===== src/rtl/victim_buffer.sv =====
module victim_buffer #(
  parameter int ADDR_W = 26,
  parameter int WORD_W = 32,
  parameter int WORDS  = 4,
  parameter int TXN_W  = 4
) (
  input  logic                     clk,
  input  logic                     rst_n,
  input  logic                     cap_valid,
  input  logic                     cap_dirty,
  input  logic                     cap_tag_diff,
  input  logic [ADDR_W-1:0]        cap_addr,
  input  logic [WORDS*WORD_W-1:0]  cap_data,
  input  logic [TXN_W-1:0]         cap_txn,
  input  logic                     miss_done,
  input  logic                     cpu_rd_req,
  output logic                     cpu_rd_ack,
  input  logic                     snp_valid,
  input  logic                     snp_write,
  input  logic [ADDR_W-1:0]        snp_addr,
  input  logic [TXN_W-1:0]         snp_txn,
  output logic                     snp_hit,
  output logic [WORDS*WORD_W-1:0]  snp_data,
  output logic                     mem_req,
  output logic [ADDR_W-1:0]        mem_addr,
  output logic [WORDS*WORD_W-1:0]  mem_data,
  input  logic                     mem_ack
);
  localparam int LINE_W = WORDS * WORD_W;

  logic              vld, pend;
  logic [ADDR_W-1:0] held_addr;
  logic [LINE_W-1:0] held_data;

  logic take, clash, match, kill, retire;

  assign take   = cap_valid & cap_dirty & cap_tag_diff & ~vld;
  assign clash  = snp_valid & snp_write & (snp_addr == cap_addr) & ~(snp_txn < cap_txn);
  assign match  = snp_valid & vld & (snp_addr == held_addr);
  assign kill   = match & snp_write & ~mem_req;
  assign retire = mem_req & mem_ack;

  assign mem_req    = vld & ~pend;
  assign mem_addr   = held_addr;
  assign mem_data   = held_data;
  assign cpu_rd_ack = cpu_rd_req & ~vld;
  assign snp_hit    = match & ~snp_write;
  assign snp_data   = snp_hit ? held_data : '0;

  always_ff @(posedge clk) begin
    if (!rst_n) begin
      vld       <= 1'b0;
      pend      <= 1'b0;
      held_addr <= '0;
      held_data <= '0;
    end else if (vld) begin
      if (retire || kill) vld  <= 1'b0;
      else if (miss_done) pend <= 1'b0;
    end else if (take && !clash) begin
      vld       <= 1'b1;
      pend      <= 1'b1;
      held_addr <= cap_addr;
      held_data <= cap_data;
    end
  end
endmodule


===== config.mk =====
export PLATFORM = sky130hd
export DESIGN_NAME = victim_buffer
export DESIGN_NICKNAME = d
export VERILOG_FILES = /design/src/rtl/victim_buffer.sv
export SDC_FILE = /design/constraint.sdc
export NUM_CORES = 1
export LEC_CHECK = 0
export BUFFER_PORTS_ARGS = -buffer_cell sky130_fd_sc_hd__buf_2
export CAP_MARGIN = 20
export CORE_AREA = 4 4 185 187
export CTS_CLUSTER_DIAMETER = 120
export DETAILED_ROUTE_END_ITERATION = 12
export DIE_AREA = 0 0 189 191
export PLACE_DENSITY_LB_ADDON = 0.08
export SYNTH_ARGS = -nofsm -noshare
export SYNTH_HDL_FRONTEND = slang
export SYNTH_SLANG_ARGS = --single-unit

===== constraint.sdc =====
create_clock -name clk -period 7.1 [get_ports clk]
set_clock_uncertainty 0.1 [all_clocks]
set_input_delay 1.42 -clock clk [delete_from_list [all_inputs] [get_ports clk]]
set_output_delay 1.42 -clock clk [all_outputs]
set_load 0.005 [all_outputs]

# [Word-level counts from Yosys, hierarchy flattened]
# Index checks and enable logic that the tools add are counted.
# W data, S select, Z words.
[totals] ff_bits=156 inputBits=198 out_inout_bits=285 wordCells=42
[op_classes] n_lt_le_gt_ge=1 n_eq_ne=4 mux=8 bitwise_logic=19 reduce_logical=6
[ops] operator="$mux W128" count=1
[ops] operator="$eq A26 B26 Y1" count=2
[ops] operator="$and A1 B1 Y1" count=14
[ops] operator="$mux W1" count=7
[ops] operator="$not A1 Y1" count=5
[ops] operator="$lt A4 B4 Y1" count=1
[ops] operator="$ne A2 B2 Y1 const B" count=2
[ops] operator="$reduce_and A3 Y1" count=1
[ops] operator="$reduce_and A2 Y1" count=1
[ops] operator="$reduce_bool A2 Y1" count=1
[ops] operator="$logic_and A1 B1 Y1" count=1
[ops] operator="$logic_not A1 Y1" count=1
[ops] operator="$logic_or A1 B1 Y1" count=1

# [Depth between registers and ports, before layout]
# Gate-level depths: netlist of run 1.
[logic_depth] ltp_word=7 mapped_depth=11 ltp_nobuf=8

# [Worst setup path before layout of run 1]
# OpenSTA, ideal clock, no wires.
[synth_path] kind="input -> output" start="input snp_addr[8]" end="output snp_data[100]" t_arrival_ns=2.847 setup_slack_ns=2.733 cell_stages=7 n_path_buf=2 path_cell_list="xor2_1 > nor4_1 > nand4_1 > nor3_1 > clkbuf_1 > clkbuf_1 > and2_1"
[synth_via] elab_chain_len=4
[synth_rtl] element="from (decl)" line="20" text="input logic [ADDR_W-1:0] snp_addr,"
[synth_rtl] element="$eq A26 B26 Y1" line="39" text="assign match = snp_valid & vld & (snp_addr == held_addr);"
[synth_rtl] element="$and A1 B1 Y1" line="39"
[synth_rtl] element="$and A1 B1 Y1" line="47" text="assign snp_hit = match & ~snp_write;"
[synth_rtl] element="$mux W128" line="48" text="assign snp_data = snp_hit ? held_data : '0;"
[synth_rtl] element="to (decl)" line="23" text="output logic [WORDS*WORD_W-1:0] snp_data,"
# Every way passes these cells.

# [Final worst setup path of run 1]
[layout_path] start="input snp_addr[21]" end="output snp_data[62]"
# Same word-level chain as after synthesis.

==> run_results.csv, run 1 <==
group,metric,value,unit
timing,setup_violations,0,
status,status,"finished clean",
clock_network,cts_resized,0,
floorplanning,die_w,189,um
floorplanning,core_area,32500,um2
setup_path,crit_path_start,"snp_addr[21]",
place,post-dp-hpwl,22400,um
setup_path,slowest_delay,0.48,ns
timing,slew_headroom,0.309,
global_route,grt_use_met2,0.279,
setup_path,crit_buf_inv,3,
floorplanning,row_count,66,
floorplanning,start_util,0.219,
layout,num-nets-final,1550,
global_route,grtUsageTotal,0.156,
layout,fillCellCount,3539,
timing,fmax,200,MHz
global_route,met3_usage,0.0489,
setup_path,cp_top_family,"simple AND/OR/NAND/NOR gates",
setup_path,cp_data_arrival_time,3.48,ns
setup_path,r2r_end,"mem_data[63]",
drt,via_per_inst,4.27,
place,io_buffers,482,
layout,drive_gt1_frac,0.384,
drt,firstDrtPassIters,4,
setup_path,worst_setup_path_start_kind,"input pin",
setup_path,cp-end-kind,"output pin",
setup_path,worstPathMaxFanout,73,
timing,fin_crit_sh,0.704,
setup_path,critical_path.endpoint,"snp_data[62]",
timing,timing.final.crit_period,5.00,ns
floorplanning,die_y,191,um
power_and_ir_drop,peakVddDrop,148,uV
global_route,grt_util_met1,0.184,
clock_network,path_clk_slew,0.07,ns
synthesis,synth_cell_type_count,26,
clock_network,clock_latency,0.42,ns
clock_network,cts_setup_buffers,0,
synthesis,netlist_area,7100,um2
timing,worst_pin_slew,1.04,ns
drt,drt-initial-drc-count,335,
setup_path,required,5.58,ns
synthesis,synth_fp_nets,1125,
global_route,grt_busiest_layer,"met2",
power_and_ir_drop,power.leakage,0.00508,uW
setup_path,worst-path-stages,8,
setup_path,r2r_slack,3.94,ns
synthesis,syn_inst,924,
synthesis,synth-adder-area-share,0.00529,
drt,routedWlPerCell,16.4,um
floorplanning,num_io_pins,483,
synthesis,synth.area.mux_share,0,
setup_path,crit_top_cell,"buf_2",
synthesis,syn_avg_cell_area,7.68,um2
setup_path,reg2reg_depth,6,
flow_run,drv_cap,0,
power_and_ir_drop,powerDensity,203,nW/um2
drt,ant_nets,0,
drt,totalWireLength,29700,um
clock_network,ctsHoldBuffers,0,
drt,drc_errors,0,
synthesis,synth_xor_area_frac,0.0641,
synthesis,ys_seq_area_frac,0.440,
floorplanning,die-area,36100,um2
synthesis,synth_top_family_by_area,"simple AND/OR/NAND/NOR gates",
layout,multi_input_area,3650,um2
layout,fin_util,0.323,
synthesis,yosys_warnings,0,
clock_network,clkSinkCount,156,
clock_network,cts_max_path_buffers,2,
clock_network,cts_tree,"built",
min_path,hold_class,"reg -> reg",
clock_network,clockRootBuffer,"clkbuf_16",
drt,num_vias,7717,
timing,final-hold-violation-count,0,
synthesis,synth_compound_area_frac,0.114,
clock_network,tritoncts.num_buffers,17,
synthesis,ys_ff_latch,156,
global_route,grt_overflow_total,0,
global_route,grt_pass1_wl,44000,um
timing,drv_slew,0,
synthesis,synthSimpleGateAreaFrac,0.328,
global_route,grt_max_degree,172,
timing,fin_tns_setup,0,ns
setup_path,cp_cell_sequence,"buf_2, xor2_1, nor4_1, nand4_1, nor3_2, buf_4, and2_1, buf_2",
layout,seq_area,3120,um2
place,gp_congestion,0.780,
layout,area_growth,47.5,%
global_route,grt_pass1_vias,7449,
setup_path,r2r-start,"vld",
clock_network,htreeDepth,4,
setup_path,criticalPathCategory,"in -> out",
setup_path,crit_path_top_delay_cell,"nor4_1",
global_route,antenna_found_initial,8,
timing,rsz0062_at_grt,"false",
-- cell usage in the layout (no fill, tap or decap), types with 2 or more instances in the layout --
master and count:
and2_1 128, buf_2 481, buf_4 5, bufinv_16 3, clkbuf_16 17, dfxtp_1 156
diode_2 4, ha_1 3, inv_1 4, inv_6 8, inv_8 2, nand2_1 158
nand3_1 155, nand4_1 7, nor2b_1 2, nor3_1 3, nor4_1 8, o211ai_1 2
o21ai_0 151, o21ai_1 3, or4_1 2, xnor2_1 20, xor2_1 32
-- cell type report --
type                            instances  share of cell area
Antenna cell                            4            0.000956
Clock buffer                           17              0.0406
Clock inverter                         15              0.0186
Inverter                                4             0.00143
Multi-Input combinational cell        681               0.348
Sequential cell                       156               0.298
Tap cell                              442              0.0528
Timing Repair Buffer                  489               0.239
-- tightest hold or removal path: cells and delay by family (launching register included) --
kind	cells	cell delay [ns]
simple gates	1	0.06
flops	1	0.32
compound gates	1	0.05
-- registers in the layout (all words and copies together) (netlist names) --
signal / cells
mem_addr: 26
mem_data: 128
pend: 1
vld: 1
-- where the power goes --
group	switching (uW)	internal, uW
sequential	27.3	905
clock	425	568
combinational	112	92.0
-- worst min path at each step --
stage | start | to | slack [ns] | depth (start not counted)
global route | mem_data[83] | mem_data[83] | 0.40 | 2
finish | mem_data[118] | mem_data[118] | 0.37 | 2
detailed placement | mem_data[118] | mem_data[118] | 0.36 | 2
CTS | mem_data[118] | mem_data[118] | 0.37 | 2
global placement | mem_data[118] | mem_data[118] | 0.36 | 2
floorplan | mem_data[116] | mem_data[116] | 0.35 | 2
-- cells by family (layout without fill, tap and decap cells) --
logic type,Yosys count,in the layout
and+or+nand+nor,467,467
buffers and inverters,87,525
xor gates and xnor gates,52,52
DFF,156,156
adders and majority gates,3,3
other,0,4
AOI/OAI and AO/OA,159,159
-- cell usage after synthesis --
master	number	area, um2
and2_1	128	801
clkbuf_1	51	191
nand4_1	7	43.8
o211ai_1	2	15.0
a21oi_1	1	5.00
inv_1	4	15.0
o21a_1	1	7.51
buf_6	1	11.3
xnor2_1	20	175
nor3_1	4	20.0
xor2_1	32	280
a2111oi_0	1	8.76
o21ai_1	3	15.0
or4_1	2	15.0
buf_2	11	55.1
ha_1	3	37.5
buf_1	20	75.1
nand2_1	158	593
nand3_1	155	776
dfxtp_1	156	3120
nor4b_1	1	8.76
nand2b_1	1	6.26
nor2_1	1	3.75
o21ai_0	151	756
nor2b_1	2	12.5
nor4_1	8	50.1
-- metal layers --
layer  vias up  wire (um)
met5         -         28
met4         6        225
met3        17       2140
met2       287      15200
met1      3472      12100
li1       3935          -
-- through the flow --
stage               instance area [um2]  setup slack (ns)  hold slack (ns)  power (uW)  instances
floorplan                          7100              2.73            0.353        1040        924
CTS                               10400              2.03            0.370        2180       1803
global route                      10500              1.79            0.395        2240       1806
detailed placement                 9820              2.04            0.360        1160       1771
finish                            10500              2.10            0.368        2130       1808
global placement                   9820              2.03            0.356        1160       1771
Note: power is estimated with default switching activity, not from simulation.
==> run 2: changes to the inputs <==
Settings changed: CORE_AREA 4 4 185 187 to 4 4 184 186, DIE_AREA 0 0 189 191 to 0 0 188 190.
Clock period 7.1 ns to 4.45 ns, I/O delays scaled along.
==> run 2 against run 1 <==
Net effect: utilization rose by 0.16 points; worst setup slack worse by 1.5 ns; non-clock buffer count is 3 higher; combinational power rose by 62%; clock power up 46%; register-to-register slack lost 1.8 ns; largest cell class unchanged; wire length fell by 1.1%; cell count about the same; die area fell by 1.0%.
==> run_results.csv, run 2 (synthesized netlist as in run 1, its figures left out) <==
group,metric,value,unit
min_path,hold_class,"reg -> reg",
drt,drt-initial-drc-count,435,
floorplanning,die_w,188,um
timing,slew_headroom,0.450,
power_and_ir_drop,peakVddDrop,245,uV
timing,fin_crit_sh,0.859,
timing,timing.final.crit_period,3.82,ns
clock_network,clockRootBuffer,"clkbuf_16",
timing,worst_pin_slew,0.824,ns
drt,routedWlPerCell,16.2,um
timing,drv_slew,0,
setup_path,cp-end-kind,"output pin",
clock_network,clkSinkCount,156,
layout,area_growth,47.5,%
layout,drive_gt1_frac,0.383,
place,gp_congestion,0.829,
clock_network,ctsHoldBuffers,0,
clock_network,cts_setup_buffers,0,
global_route,antenna_found_initial,6,
layout,largest_register_ff_count,128,
setup_path,worst_setup_path_start_kind,"input pin",
clock_network,cts_tree,"built",
layout,fillCellCount,3543,
layout,final_common_cell,"buf_2",
drt,firstDrtPassIters,4,
clock_network,cts_max_path_buffers,2,
layout,num-nets-final,1553,
layout,layout.cells.non_filler,1809,
clock_network,cts_resized,0,
floorplanning,row_count,66,
clock_network,tritoncts.num_buffers,17,
timing,setup_violations,0,
floorplanning,core_area,32300,um2
drt,num_vias,7664,
floorplanning,start_util,0.220,
place,place_inst,1775,
global_route,grt_pass1_wl,43900,um
place,io_buffers,482,
global_route,grt_pass1_vias,7393,
clock_network,htreeDepth,4,
drt,drc_errors,0,
timing,final-hold-violation-count,0,
drt,via_per_inst,4.24,
floorplanning,die-area,35700,um2
drt,totalWireLength,29400,um
power_and_ir_drop,powerDensity,312,nW/um2
clock_network,path_clk_slew,0.06,ns
layout,final_cell_mix,"481 x buf_2, 158 x nand2_1, 156 x dfxtp_1, 155 x nand3_1, 151 x o21ai_0",
setup_path,cp_data_arrival_time,2.83,ns
setup_path,required,3.46,ns
floorplanning,num_io_pins,483,
timing,rsz0062_at_grt,"false",
status,status,"finished clean",
clock_network,clock_latency,0.43,ns
timing,fin_tns_setup,0,ns
place,post-dp-hpwl,22400,um
floorplanning,die_y,190,um
min_path,hold-path-cell-count,2,
power_and_ir_drop,power.leakage,0.00505,uW
global_route,grt_overflow_total,0,
flow_run,drv_cap,0,
setup_path,criticalPathCategory,"in -> out",
global_route,grtUsageTotal,0.157,
drt,ant_nets,0,
setup_path,reg2reg_depth,6,
global_route,grt_max_degree,177,
setup_path,worstPathMaxFanout,67,
timing,fmax,262,MHz
## run 2: changes by cell type in the layout (fill, tap and decap cells not counted), sizes merged
cell / previous run / this run
buf: 489 / 492
bufinv: 3 / 2
clkbuf: 17 / 20
clkinvlp: 1 / 6
inv: 14 / 5
## run 2: path summary, 6_finish.rpt
check,startpoint,to,slack [ns]
worst max-delay path,snp_addr[21],snp_data[67],0.63
worst min-delay path,mem_data[8],mem_data[8],0.37
worst max register to register,mem_addr[21],vld,2.18
worst min register to register,mem_data[8],mem_data[8],0.37
## run 2: layer usage
metal	up-vias	routed length, um	part of all wire	global-route usage
met5	-	14	0.00048	0
met4	4	403	0.014	0.0469
met3	24	2220	0.076	0.0512
met2	309	14700	0.50	0.270
met1	3392	12100	0.41	0.187
li1	3935	-	-	-
## run 2: critical path, stage by stage
cell     delay [ns]
buf_2          0.11
xor2_1         0.15
nor4_1         0.44
nand4_1        0.23
nor3_2         0.41
buf_12         0.26
and2_1         0.17
buf_2          0.11
## run 2: layout make-up
type                    instances  area [um2]  area share
repair buffers                492        2560       0.244
clock inverters                10         119      0.0114
inverters                       4        15.0     0.00143
multi-input cells             681        3650       0.348
diodes                          4        10.0    0.000956
flip-flops and latches        156        3120       0.298
well taps                     442         553      0.0528
clock buffers                  20         447      0.0427
## run 2: report_power, final
part,internal [uW],switching (uW)
combinational,149,181
clock,836,615
sequential,1450,42.5
## run 2: through the flow
step,power (uW),util,hold slack [ns],instance area [um2],setup WS (ns)
final,3270,0.324,0.367,10500,0.630
after detailed placement,1860,0.307,0.364,9900,0.592
after global placement,1850,0.307,0.354,9900,0.583
after CTS,3330,0.324,0.373,10500,0.578
after global routing,3430,0.324,0.395,10500,0.478
after floorplan,1650,-,0.353,7100,1.14
